File: config.mk
export PLATFORM = sky130hd
export DESIGN_NAME = vram_slot_seq
export DESIGN_NICKNAME = d
export VERILOG_FILES = /design/src/rtl/vras_pkg.sv /design/src/rtl/vras_phase_edge.sv /design/src/rtl/vras_ctrl.sv /design/src/rtl/vras_ref_ctr.sv /design/src/rtl/vras_addr_mux.sv /design/src/rtl/vram_slot_seq.sv
export SDC_FILE = /design/constraint.sdc
export NUM_CORES = 1
export LEC_CHECK = 0
export ABC_AREA = 1
export BUFFER_PORTS_ARGS = -buffer_cell sky130_fd_sc_hd__buf_2
export CAP_MARGIN = 20
export CORE_ASPECT_RATIO = 0.9
export CORE_MARGIN = 2
export CORE_UTILIZATION = 35
export CTS_BUF_LIST = sky130_fd_sc_hd__clkbuf_4
export DETAILED_ROUTE_END_ITERATION = 8
export GPL_TIMING_DRIVEN = 0
export PLACE_DENSITY = 0.65
export SETUP_SLACK_MARGIN = 0.4
export SLEW_MARGIN = 20
export SYNTH_ARGS = -nofsm -noshare
export SYNTH_HDL_FRONTEND = slang
export SYNTH_SLANG_ARGS = --single-unit
File: constraint.sdc
create_clock -name clk -period 1.7 [get_ports clk]
set_clock_uncertainty 0.2 [all_clocks]
set_input_delay 0.085 -clock clk [delete_from_list [all_inputs] [get_ports clk]]
set_output_delay 0.085 -clock clk [all_outputs]
set_load 0.03 [all_outputs]
File: src/rtl/vras_pkg.sv
// Package: shared types for the video RAM access sequencer.
// Assumes: nothing beyond IEEE 1800-2017 enums.
package vras_pkg;
    typedef enum logic [1:0] {
        ST_IDLE = 2'd0,
        ST_DISP = 2'd1,
        ST_CPU  = 2'd2,
        ST_REF  = 2'd3
    } vras_state_e;
endpackage

File: src/rtl/vras_phase_edge.sv
// Module: detects a rising edge of the phase level in the master clock domain.
// Assumes: phase_in is synchronous to clk; rise is combinational from phase_in.
module vras_phase_edge (
    input  logic clk,
    input  logic rst_n,
    input  logic phase_in,
    output logic rise
);
    logic ph_q;

    // hold the phase level seen at the last clock edge
    always_ff @(posedge clk) begin
        if (!rst_n) ph_q <= 1'b0;
        else        ph_q <= phase_in;
    end

    // rising edge: high now, low at the previous edge
    assign rise = phase_in & ~ph_q;
endmodule

File: src/rtl/vras_ctrl.sv
// Module: access-slot state machine. Opens display accesses, closes them on a
// phase edge, then grants a CPU or refresh slot of SLOT_CYC cycles.
// Assumes: one refresh replaces the CPU slot every REF_EVERY display accesses.
module vras_ctrl
    import vras_pkg::*;
#(
    parameter int REF_EVERY = 4,
    parameter int SLOT_CYC  = 2
) (
    input  logic clk,
    input  logic rst_n,
    input  logic ph_rise,
    input  logic disp_req,
    input  logic cpu_req,
    output logic sync_n,
    output logic adv_n,
    output logic disp_sel,
    output logic cpu_sel_n,
    output logic ref_sel,
    output logic cpu_wait,
    output logic ref_inc
);
    localparam int CW = (REF_EVERY > 1) ? $clog2(REF_EVERY) : 1;
    localparam int SW = (SLOT_CYC  > 1) ? $clog2(SLOT_CYC)  : 1;

    vras_state_e   state;
    logic          first;
    logic [SW-1:0] slot;
    logic [CW-1:0] dcnt;
    logic          ref_due;
    logic          slot_last;

    assign ref_due   = (dcnt == CW'(REF_EVERY - 1));
    assign slot_last = (slot == SW'(SLOT_CYC - 1));

    // advance the slot state, the slot length counter and the display count
    always_ff @(posedge clk) begin
        if (!rst_n) begin
            state <= ST_IDLE;
            first <= 1'b0;
            slot  <= '0;
            dcnt  <= '0;
        end else begin
            first <= 1'b0;
            case (state)
                ST_IDLE: begin
                    if (disp_req) begin
                        state <= ST_DISP;
                        first <= 1'b1;
                    end
                end
                ST_DISP: begin
                    if (ph_rise) begin
                        slot <= '0;
                        if (ref_due) begin
                            state <= ST_REF;
                            dcnt  <= '0;
                        end else begin
                            dcnt  <= dcnt + CW'(1);
                            state <= cpu_req ? ST_CPU : ST_IDLE;
                        end
                    end
                end
                ST_CPU, ST_REF: begin
                    if (slot_last) begin
                        state <= ST_IDLE;
                        slot  <= '0;
                    end else begin
                        slot <= slot + SW'(1);
                    end
                end
                default: state <= ST_IDLE;
            endcase
        end
    end

    // decode strobes and selects from the registered state
    always_comb begin
        disp_sel  = (state == ST_DISP);
        cpu_sel_n = (state != ST_CPU);
        ref_sel   = (state == ST_REF);
        sync_n    = ~((state == ST_DISP) & first);
        adv_n     = ~((state == ST_DISP) & ph_rise);
        cpu_wait  = cpu_req & (state != ST_CPU);
        ref_inc   = (state == ST_REF) & slot_last;
    end

    // selects never overlap
    p_onehot_sel_r8: assert property (@(posedge clk) disable iff (!rst_n)
        $onehot0({disp_sel, ~cpu_sel_n, ref_sel}));

    // the sync strobe only appears inside a display access
    p_sync_in_disp_r1: assert property (@(posedge clk) disable iff (!rst_n)
        !sync_n |-> disp_sel);

    // a phase edge during a display access ends it at the next edge
    p_disp_end_r4: assert property (@(posedge clk) disable iff (!rst_n)
        (disp_sel && !adv_n) |=> !disp_sel);

    // without a phase edge the display access continues
    p_disp_hold_r2: assert property (@(posedge clk) disable iff (!rst_n)
        (disp_sel && !ph_rise) |=> disp_sel);

    // a CPU slot begins only right after a display access closed with a request
    p_cpu_after_disp_r5: assert property (@(posedge clk) disable iff (!rst_n)
        (!cpu_sel_n && $past(cpu_sel_n)) |->
            ($past(disp_sel) && $past(ph_rise) && $past(cpu_req)));
endmodule

File: src/rtl/vras_ref_ctr.sv
// Module: refresh row address counter, steps once per completed refresh slot.
// Assumes: inc is a single-cycle pulse from the slot controller.
module vras_ref_ctr #(
    parameter int AW = 8
) (
    input  logic          clk,
    input  logic          rst_n,
    input  logic          inc,
    output logic [AW-1:0] addr
);
    // step the refresh address after each refresh
    always_ff @(posedge clk) begin
        if (!rst_n)   addr <= '0;
        else if (inc) addr <= addr + AW'(1);
    end

    // each refresh moves the address on by exactly one
    p_ref_step_r7: assert property (@(posedge clk) disable iff (!rst_n)
        inc |=> (addr == $past(addr) + AW'(1)));
endmodule

File: src/rtl/vras_addr_mux.sv
// Module: steers the selected address onto the RAM address bus.
// Assumes: the three selects are mutually exclusive; with none set the bus is 0.
module vras_addr_mux #(
    parameter int AW = 8
) (
    input  logic          sel_disp,
    input  logic          sel_cpu,
    input  logic          sel_ref,
    input  logic [AW-1:0] disp_addr,
    input  logic [AW-1:0] cpu_addr,
    input  logic [AW-1:0] ref_addr,
    output logic [AW-1:0] addr_out
);
    // AND-OR selection of the active source
    always_comb begin
        addr_out = ({AW{sel_disp}} & disp_addr)
                 | ({AW{sel_cpu}}  & cpu_addr)
                 | ({AW{sel_ref}}  & ref_addr);
    end
endmodule

File: src/rtl/vram_slot_seq.sv
// Module: top of the video RAM access sequencer. Joins the phase edge
// detector, slot controller, refresh counter and address multiplexer.
// Assumes: all inputs are synchronous to clk; reset is synchronous, active low.
module vram_slot_seq #(
    parameter int AW        = 8,
    parameter int REF_EVERY = 4,
    parameter int SLOT_CYC  = 2
) (
    input  logic          clk,
    input  logic          rst_n,
    input  logic          phase_in,
    input  logic          disp_req,
    input  logic          cpu_req,
    input  logic [AW-1:0] disp_addr,
    input  logic [AW-1:0] cpu_addr,
    output logic          sync_n,
    output logic          adv_n,
    output logic          disp_sel,
    output logic          cpu_sel_n,
    output logic          ref_sel,
    output logic          cpu_wait,
    output logic [AW-1:0] ram_addr
);
    logic          ph_rise;
    logic          ref_inc;
    logic [AW-1:0] ref_addr;

    vras_phase_edge i_edge (
        .clk      (clk),
        .rst_n    (rst_n),
        .phase_in (phase_in),
        .rise     (ph_rise)
    );

    vras_ctrl #(.REF_EVERY(REF_EVERY), .SLOT_CYC(SLOT_CYC)) i_ctrl (
        .clk       (clk),
        .rst_n     (rst_n),
        .ph_rise   (ph_rise),
        .disp_req  (disp_req),
        .cpu_req   (cpu_req),
        .sync_n    (sync_n),
        .adv_n     (adv_n),
        .disp_sel  (disp_sel),
        .cpu_sel_n (cpu_sel_n),
        .ref_sel   (ref_sel),
        .cpu_wait  (cpu_wait),
        .ref_inc   (ref_inc)
    );

    vras_ref_ctr #(.AW(AW)) i_ref (
        .clk   (clk),
        .rst_n (rst_n),
        .inc   (ref_inc),
        .addr  (ref_addr)
    );

    vras_addr_mux #(.AW(AW)) i_mux (
        .sel_disp  (disp_sel),
        .sel_cpu   (~cpu_sel_n),
        .sel_ref   (ref_sel),
        .disp_addr (disp_addr),
        .cpu_addr  (cpu_addr),
        .ref_addr  (ref_addr),
        .addr_out  (ram_addr)
    );

    // the display address reaches the RAM during a display access
    p_mux_disp_r2: assert property (@(posedge clk) disable iff (!rst_n)
        disp_sel |-> (ram_addr == disp_addr));

    // the CPU address reaches the RAM during a CPU slot
    p_mux_cpu_r3: assert property (@(posedge clk) disable iff (!rst_n)
        !cpu_sel_n |-> (ram_addr == cpu_addr));
endmodule

# == Yosys cells after proc, flatten, opt, wreduce, memory -nomap -nowiden ==
# Index checks and enable logic that the tools add are counted.
# W data, S select, Z words.
# op_classes
add_sub_neg,3
n_eq_ne,8
n_mux,11
bitwise,14
reduce_logical,7
# ops
op,n
$and A8 B8 Y8,3
$or A8 B8 Y8,2
$mux W2,6
$add A8 B1 Y8 const B,1
$eq A2 B2 Y1 const B,3
$ne A2 B2 Y1 const B,3
$pmux W2 S3,1
$reduce_and A2 Y1,3
$and A1 B1 Y1,5
$not A1 Y1,4
$mux W1,3
$reduce_and A3 Y1,1
$add A2 B1 Y2 const B,1
$eq A2 B1 Y1 const B,1
$logic_not A2 Y1,1
$ne A2 B1 Y1 const B,1
$pmux W1 S2,1
$reduce_bool A2 Y1,1
$reduce_or A2 Y1,1
$add A1 B1 Y1 const B,1
# totals
reg_bits,15
in_bits,21
output_inout_bits,14
elab_cells,49

# == Depth between registers and ports, before layout ==
# Gate-level depths: netlist of run 1.
# depth
depth_word,5
mapped_depth,6
depth_no_buf,6

# == Hierarchy ==
# Synthesis of run 1 repeated with hierarchy kept, for this count alone.
# unflattened
hier_cells,134
area_unflattened_um2,862.1
# by_module_without_submodules
mod,n_inst,cells_per_inst,area_each_um2,seq_area_each_um2
vras_ref_ctr,1,48,349.1,160.2
vras_ctrl,1,45,326.6,120.1
vras_addr_mux,1,35,145.1,0.0
vras_phase_edge,1,5,37.5,20.0
vram_slot_seq,1,1,3.8,0.0

# == Least setup slack after synthesis of run 1 ==
# Ideal clock, no wire load.
# synth_path
path_type,flip-flop to output port
startpoint,register i_ctrl.state[0]
endpoint,output port cpu_wait
arrival_time_ns,1.301
required_time_ns,1.415
path_slack_ns,0.114
stages_incl_launch_ff,5
n_path_buf,0
cell_sequence,dfxtp_1 inv_1 nand2_1 inv_2 nor2_1
# synth_via
elab_chain_cells,2
# synth_lines
item,line_no,text
"start, declared",vras_ctrl.sv:26,vras_state_e state;
"start signal, assigned",vras_ctrl.sv:60,state <= cpu_req ? ST_CPU : ST_IDLE;
$ne A2 B2 Y1,-,
via cpu_sel_n,vram_slot_seq.sv:19,"output logic cpu_sel_n,"
$and A1 B1 Y1,vras_ctrl.sv:84,cpu_wait = cpu_req & (state != ST_CPU);
"end, declared",vram_slot_seq.sv:21,"output logic cpu_wait,"
# The timed path passes the listed nets, and every way through them passes these cells.

# == Final worst setup path of run 1 ==
# layout_path
startpoint,register i_ctrl.state[1]
endpoint,output port ram_addr[2]
# layout_via
elab_chain_cells,5
elab_cells_between_ends,9
cone_classes,eq/ne: 3; bitwise: 6
# layout_lines
item,line_no,text
$ne A2 B2 Y1,vras_ctrl.sv:80,cpu_sel_n = (state != ST_CPU);
$not A1 Y1,vram_slot_seq.sv:59,".sel_cpu (~cpu_sel_n),"
$and A8 B8 Y8,vras_addr_mux.sv:17,| ({AW{sel_cpu}} & cpu_addr)
$or A8 B8 Y8,vras_addr_mux.sv:17,
$or A8 B8 Y8 *,vras_addr_mux.sv:18,| ({AW{sel_ref}} & ref_addr);
"end, declared",vram_slot_seq.sv:22,output logic [AW-1:0] ram_addr
# Mark *: on every way between the ends. The rest lies on a longest branch, timed or not.

==> metrics.md, run 1 <==
| Metric | Value |
|---|---|
| Int Pwr | `655 µW` |
| Drt drc | `0` |
| Max-cap viol count | `0` |
| Setup_tns | `0 ns` |
| P&R area growth vs syn | `73.2%` |
| Core box area | `2400 µm²` |
| Pwr Density | `662 nW/µm²` |
| Total CTS buffers | `3` |
| Critical Path RT | `1.41 ns` |
| IO Pins | `35` |
| Routed Antenna Nets | `0` |
| Lkg Pwr | `0.000728 µW` |
| Power share of the clock group | `0.229` |
| Root buffer cell | `clkbuf_4` |
| Synth warn | `0` |
| Final instance area | `1500 µm²` |
| Pin count of the biggest net entering global routing | `11` |
| Dpl cell area | `1110 µm²` |
| FILL cells | `212` |
| Mapped Cells | `132` |
| Worst Max-Slew Pin Slew | `0.201 ns` |
| Largest stage delay, worst path | `0.37 ns` |
| Clock transition at the registers of the reported paths | `0.09 ns` |
| Die H | `51.2 µm` |
| Row Count | `17` |
| Vias per cell | `4.83` |
| Largest delay share family, worst path | `buffers and inverters` |
| CTS tree | `done` |
| Initial drt markers | `34` |
| Maximum VDD drop | `0.000526 V` |
| GP Congestion | `0.754` |
| Max-slew violations | `0` |
| Endpoints failing setup | `0` |
| Vias in the first global route | `869` |
| Final min period | `1.58 ns` |
| I/O Buffers | `34` |
| Clock Path Buffers | `2` |
| Outcome | `complete, no violations` |
| Worst setup SP type | `flip-flop` |
| Post-Route WL | `2590 µm` |
| Post-synthesis sequential area ratio | `0.346` |
| Syn nets | `155` |
| Fin nets | `211` |
| Cell accounting for the most synthesized area | `dfxtp_1` |
| Final Cycle Share | `0.927` |
| Comb pwr share | `0.390` |
| Min-delay worst type | `input port to flip-flop` |
| Clk sinks | `15` |
| Top cell type's share of synthesized area | `0.346` |
| Slew HR | `0.865` |
| H-tree lvl count | `1` |
| DIE AREA | `2890 µm²` |
| Diode count | `0` |
| RSZ-0062 raised after global routing | `yes` |
| Sequential power share | `0.381` |
| WS Path Type | `flip-flop to output port` |
| Critical-path cell list | `inv_4 -> nand2_4 -> inv_6 -> buf_8 -> nand2_2 -> o211ai_1 -> buf_4` |
| Psw | `338 µW` |
| Synth area leaders | `dfxtp_1 35%, nand2_1 18%, nor2_1 7.8%, inv_1 6.5%, nand3_1 6.3%` |
| Synth Area per Inst | `6.57 µm²` |
| Synth cell types | `21` |
| Slowest-stage cell, CP | `dfxtp_4` |
| FMAX | `0.634 GHz` |
| Synthesis-stage register bit count | `15` |
| Worst-Skew Late Latency | `0.28 ns` |
| Pre-Repair DR Iteration Count | `4` |
| Final hold violations | `0` |
| Grt ovf | `0` |
| WP data arrival | `1.29 ns` |
| Share of cells above drive strength 1 | `0.465` |
| Critical path endpoint category | `output port` |
| Vias | `1038` |
| Final Util | `0.625` |
| Switching part of the total power | `0.340` |
| Die width | `56.5 µm` |
| Final Power | `993 µW` |
| CP Buf/Inv Count | `4` |
| DP HPWL | `1610 µm` |
| First-pass GRT wire length | `4000 µm` |
| Synthesized cell area | `867 µm²` |
| Post-detailed-route wirelength per cell | `12.0 µm` |
| Worst Path Max Fanout | `5` |
| Tot GR Track Use | `0.180` |
| Initial Util | `0.361` |
| Initial antenna violation count | `0` |
[cell usage after synthesis]
library cell / number
or2_4: 1
ha_1: 2
inv_2: 2
nand3_1: 11
nand3_4: 1
nor2_1: 18
nor2_4: 1
nor4_1: 1
a21oi_1: 7
dfxtp_1: 15
o211ai_1: 3
o21ai_0: 6
buf_2: 1
nor3_1: 1
buf_6: 1
a211oi_2: 1
nand2_1: 42
nor2_8: 1
inv_1: 15
nor2_2: 1
nand2_2: 1
[final cells by class]
type                            count  area, µm²  share of cell area
Buffer                              2       20.0              0.0133
Clock buffer                        4       30.0              0.0200
Timing Repair inverter              1       6.26             0.00417
Inverter                           17       83.8              0.0558
Timing Repair Buffer               50        412               0.274
Multi-Input combinational cell     98        607               0.404
Sequential cell                    15        308               0.205
Tap cell                           28       35.0              0.0233
[power by group through the flow]
stage | Combinational [µW] | Sequential [µW] | Clock [µW]
after floorplan | 162 | 386 | 0
after global placement | 226 | 388 | 0
after detailed placement | 230 | 389 | 0
after CTS | 346 | 378 | 241
after global routing | 412 | 380 | 254
final | 388 | 379 | 227
[path summary, 6_finish.rpt]
check | from | endpoint | slack [ns] | cells after the start
hold / removal | phase_in | i_ctrl.state[1] | 0.02 | 5
hold reg to reg | i_ref.addr[1] | i_ref.addr[1] | 0.32 | 2
setup / recovery | i_ctrl.state[1] | ram_addr[2] | 0.12 | 7
setup reg to reg | i_ctrl.state[1] | i_ref.addr[7] | 0.25 | 7
[tightest hold or removal path, cell delays in order]
cell and delay (ns):
buf_2 0.11, nand2_2 0.09, nor2_4 0.05, o21ai_1 0.06
a21oi_1 0.07
[logic make-up (layout without fill, tap and decap cells)]
logic type                 Yosys count  after routing  share of synthesized area
and+or+nand+nor                     79             79                      0.417
buffers and inverters               19             74                     0.0923
AOI/OAI and AO/OA                   17             17                      0.115
DFF                                 15             15                      0.346
adders and majority gates            2              2                     0.0289
[registers in the layout (all words and copies together), names as in the netlist]
name and cells:
i_ctrl.slot 1, i_edge.ph_q 1, i_ctrl.dcnt 2, i_ctrl.state 2, i_ctrl.first 1, i_ref.addr 8
[layout by cell type, fill, tap and decap left out, types with 2 or more instances in the layout]
cell,count
nand2_1,31
clkbuf_4,4
nor2_1,14
buf_6,11
dfxtp_1,13
inv_1,11
a21oi_1,7
buf_4,12
buf_2,21
o21ai_0,4
o21ai_1,2
nor2_2,2
o211ai_1,3
nand2_8,2
ha_1,2
nor2_4,4
dfxtp_4,2
nand2_4,4
nand2_2,6
inv_4,4
buf_8,3
nand3_2,4
nand3_1,7
dlygate4sd3_1,4
[metrics by stage]
step           instances  hold WS (ns)  setup slack (ns)
2_1_floorplan        132       -0.0215             0.388
3_3_place_gp         194        0.0795             0.381
3_5_place_dp         194        0.0858             0.361
4_1_cts              210         0.278             0.128
5_1_grt              215        0.0356            0.0542
6_report             215        0.0158             0.124
[per-layer routing]
| layer | track usage | part of all wire |
|---|---|---|
| met5 | 0 | 0 |
| met2 | 0.297 | 0.51 |
| met1 | 0.234 | 0.44 |
| met4 | 0.0714 | 0.0085 |
| met3 | 0.0329 | 0.037 |
[timing repair]
action / CTS / global route
setup buffers: 6 / 5
gates cloned: 2 / 0
resized for setup: 44 / 19
hold endpoints to repair: 6 / 1
hold buffers: 4 / 1
pin swaps: 6 / 8
setup endpoints to repair: 14 / 26
Note: power is estimated with default switching activity, not from simulation.
==> inputs of run 2 (changes only) <==
GPL_TIMING_DRIVEN = unset   (was 0)
clock period = 1.6 ns   (was 1.7 ns; I/O delays follow)
==> run 2 against run 1 <==
Effect of this change:
- combinational power is 11% lower
- first-iteration DRC count is 44% lower
- critical path depth is 1 lower
- sequential cell count stayed put
- worst hold slack worse by 0.0025 ns
- register-to-register slack worse by 0.17 ns
- design area is 2.2% lower
- final cell count is 2.8% lower
- non-clock buffer count is 7 lower
- critical path type unchanged
- highest routed layer unchanged
==> metrics.md, run 2 (synthesis gave the netlist of run 1 again) <==
| Metric | Value |
|---|---|
| Outcome | `complete, no violations` |
| Hold_ws | `0.0132 ns` |
| Sequential power share | `0.412` |
| Min-delay worst type | `input port to flip-flop` |
| Fin nets | `205` |
| Pre-Repair DR Iteration Count | `4` |
| Worst setup SP type | `flip-flop` |
| GP Congestion | `0.784` |
| Regs by FF count | `i_ref.addr x8, i_ctrl.dcnt x2, i_ctrl.state x2` |
| Root buffer cell | `clkbuf_4` |
| Total CTS buffers | `3` |
| Lkg Pwr | `0.000711 µW` |
| Grt ovf | `0` |
| Pin count of the biggest net entering global routing | `14` |
| Multi-input logic area | `638 µm²` |
| DP HPWL | `1690 µm` |
| Largest stage delay, worst path | `0.40 ns` |
| Slew HR | `0.783` |
| Post-Route WL | `2500 µm` |
| Psw | `343 µW` |
| Max-slew violations | `0` |
| Post-detailed-route wirelength per cell | `11.9 µm` |
| Max reg flops | `8` |
| CTS tree | `done` |
| Final Cycle Share | `0.951` |
| Int Pwr | `651 µW` |
| FILL cells | `221` |
| Share of cells above drive strength 1 | `0.481` |
| RSZ-0062 raised after global routing | `yes` |
| P&R area growth vs syn | `69.3%` |
| Clock transition at the registers of the reported paths | `0.09 ns` |
| Critical-path cell list | `inv_4 -> nand2_8 -> inv_8 -> nand2_1 -> o211ai_1 -> buf_4` |
| Slowest-stage cell, CP | `dfxtp_4` |
| Switching part of the total power | `0.345` |
| Vias per cell | `4.83` |
| IO Pins | `35` |
| Biggest register | `i_ref.addr` |
| Critical Path RT | `1.32 ns` |
| Initial antenna violation count | `0` |
| Worst Max-Slew Pin Slew | `0.323 ns` |
| Endpoints failing setup | `0` |
| Routed Antenna Nets | `0` |
| Sequential cell area | `309 µm²` |
| Critical path endpoint category | `output port` |
| First-pass GRT wire length | `4040 µm` |
| Initial drt markers | `19` |
| Vias in the first global route | `920` |
| Initial Util | `0.361` |
| Row Count | `17` |
| Tot GR Track Use | `0.179` |
| Core box area | `2400 µm²` |
| Power share of the clock group | `0.239` |
| Die H | `51.2 µm` |
| WP data arrival | `1.24 ns` |
| I/O Buffers | `34` |
| Worst-Skew Late Latency | `0.28 ns` |
| Comb pwr share | `0.348` |
| Diode count | `0` |
| WS Path Type | `flip-flop to output port` |
| Worst Path Max Fanout | `5` |
| Most frequent cells in the layout | `25 x nand2_1, 19 x buf_2, 16 x nor2_1` |
| Maximum VDD drop | `0.000457 V` |
| Max-cap viol count | `0` |
| Clk sinks | `15` |
| Clock Path Buffers | `2` |
| Drt drc | `0` |
| H-tree lvl count | `1` |
| Vias | `1009` |
| Commonest non-fill, non-tap cell in the layout | `nand2_1` |
| Largest delay share family, worst path | `flip-flops` |
| CP Buf/Inv Count | `3` |
| Die width | `56.5 µm` |
| DIE AREA | `2890 µm²` |
| FMAX | `0.657 GHz` |
| Setup_tns | `0 ns` |
| Final hold violations | `0` |
| Final min period | `1.52 ns` |
| Pwr Density | `677 nW/µm²` |
==> run 2: power groups by stage <==
stage                     registers, µW  clock network [µW]  logic (µW)
final                               410                 238         346
after global routing                413                 260         370
after CTS                           409                 244         322
after detailed placement            412                   0         247
after global placement              411                   0         243
after floorplan                     410                   0         188
==> run 2: layout make-up <==
| type | count | area share |
|---|---|---|
| inverter | 17 | 0.0622 |
| sequential | 15 | 0.211 |
| timing repair buffer | 45 | 0.238 |
| clock buffer | 4 | 0.0205 |
| timing repair inverter | 2 | 0.0102 |
| tap | 28 | 0.0239 |
| multi-input combinational | 98 | 0.435 |
==> run 2: timing repair <==
action	in CTS	in global routing
hold buffers	4	0
setup buffers	4	3
cloned	1	1
hold endpoints to repair	14	0
gates resized for setup	37	22
pin swaps	3	4
endpoints found under the setup margin	23	28
==> run 2: worst register-to-register path, cell delays in order (launching register included) <==
cell and delay, ns:
dfxtp_4 0.44, inv_6 0.06, buf_4 0.13, buf_6 0.11, or2_4 0.27, nand2_2 0.08
nand2_1 0.05, nand2_1 0.05, nor2_1 0.04
==> run 2: stage by stage <==
step | power, µW | cell area, µm² | utilization | cells | worst slack (ns)
floorplan | 598 | 971 | - | 132 | 0.293
global placement | 655 | 1160 | 0.481 | 192 | 0.269
detailed placement | 659 | 1160 | 0.481 | 192 | 0.216
CTS | 976 | 1370 | 0.570 | 205 | 0.0844
global route | 1040 | 1470 | 0.611 | 209 | -0.00153
finish | 994 | 1470 | 0.611 | 209 | 0.0777
==> run 2: final timing paths <==
kind,start,end,slack [ns],cells past startpoint
worst max-delay path,i_ctrl.state[0],ram_addr[0],0.08,6
worst min-delay path,phase_in,i_ctrl.slot,0.01,4
worst max register to register,i_ctrl.state[1],i_ctrl.state[0],0.08,8
worst min register to register,i_ref.addr[1],i_ref.addr[1],0.31,2
==> run 2: per-layer routing <==
layer / vias to the layer above / part of all wire / track usage
met1: 456 / 0.47 / 0.233
met2: 33 / 0.48 / 0.302
met3: 2 / 0.052 / 0.0253
met4: 0 / 0.0056 / 0.0595
li1: 518 / - / -
met5: - / 0 / 0
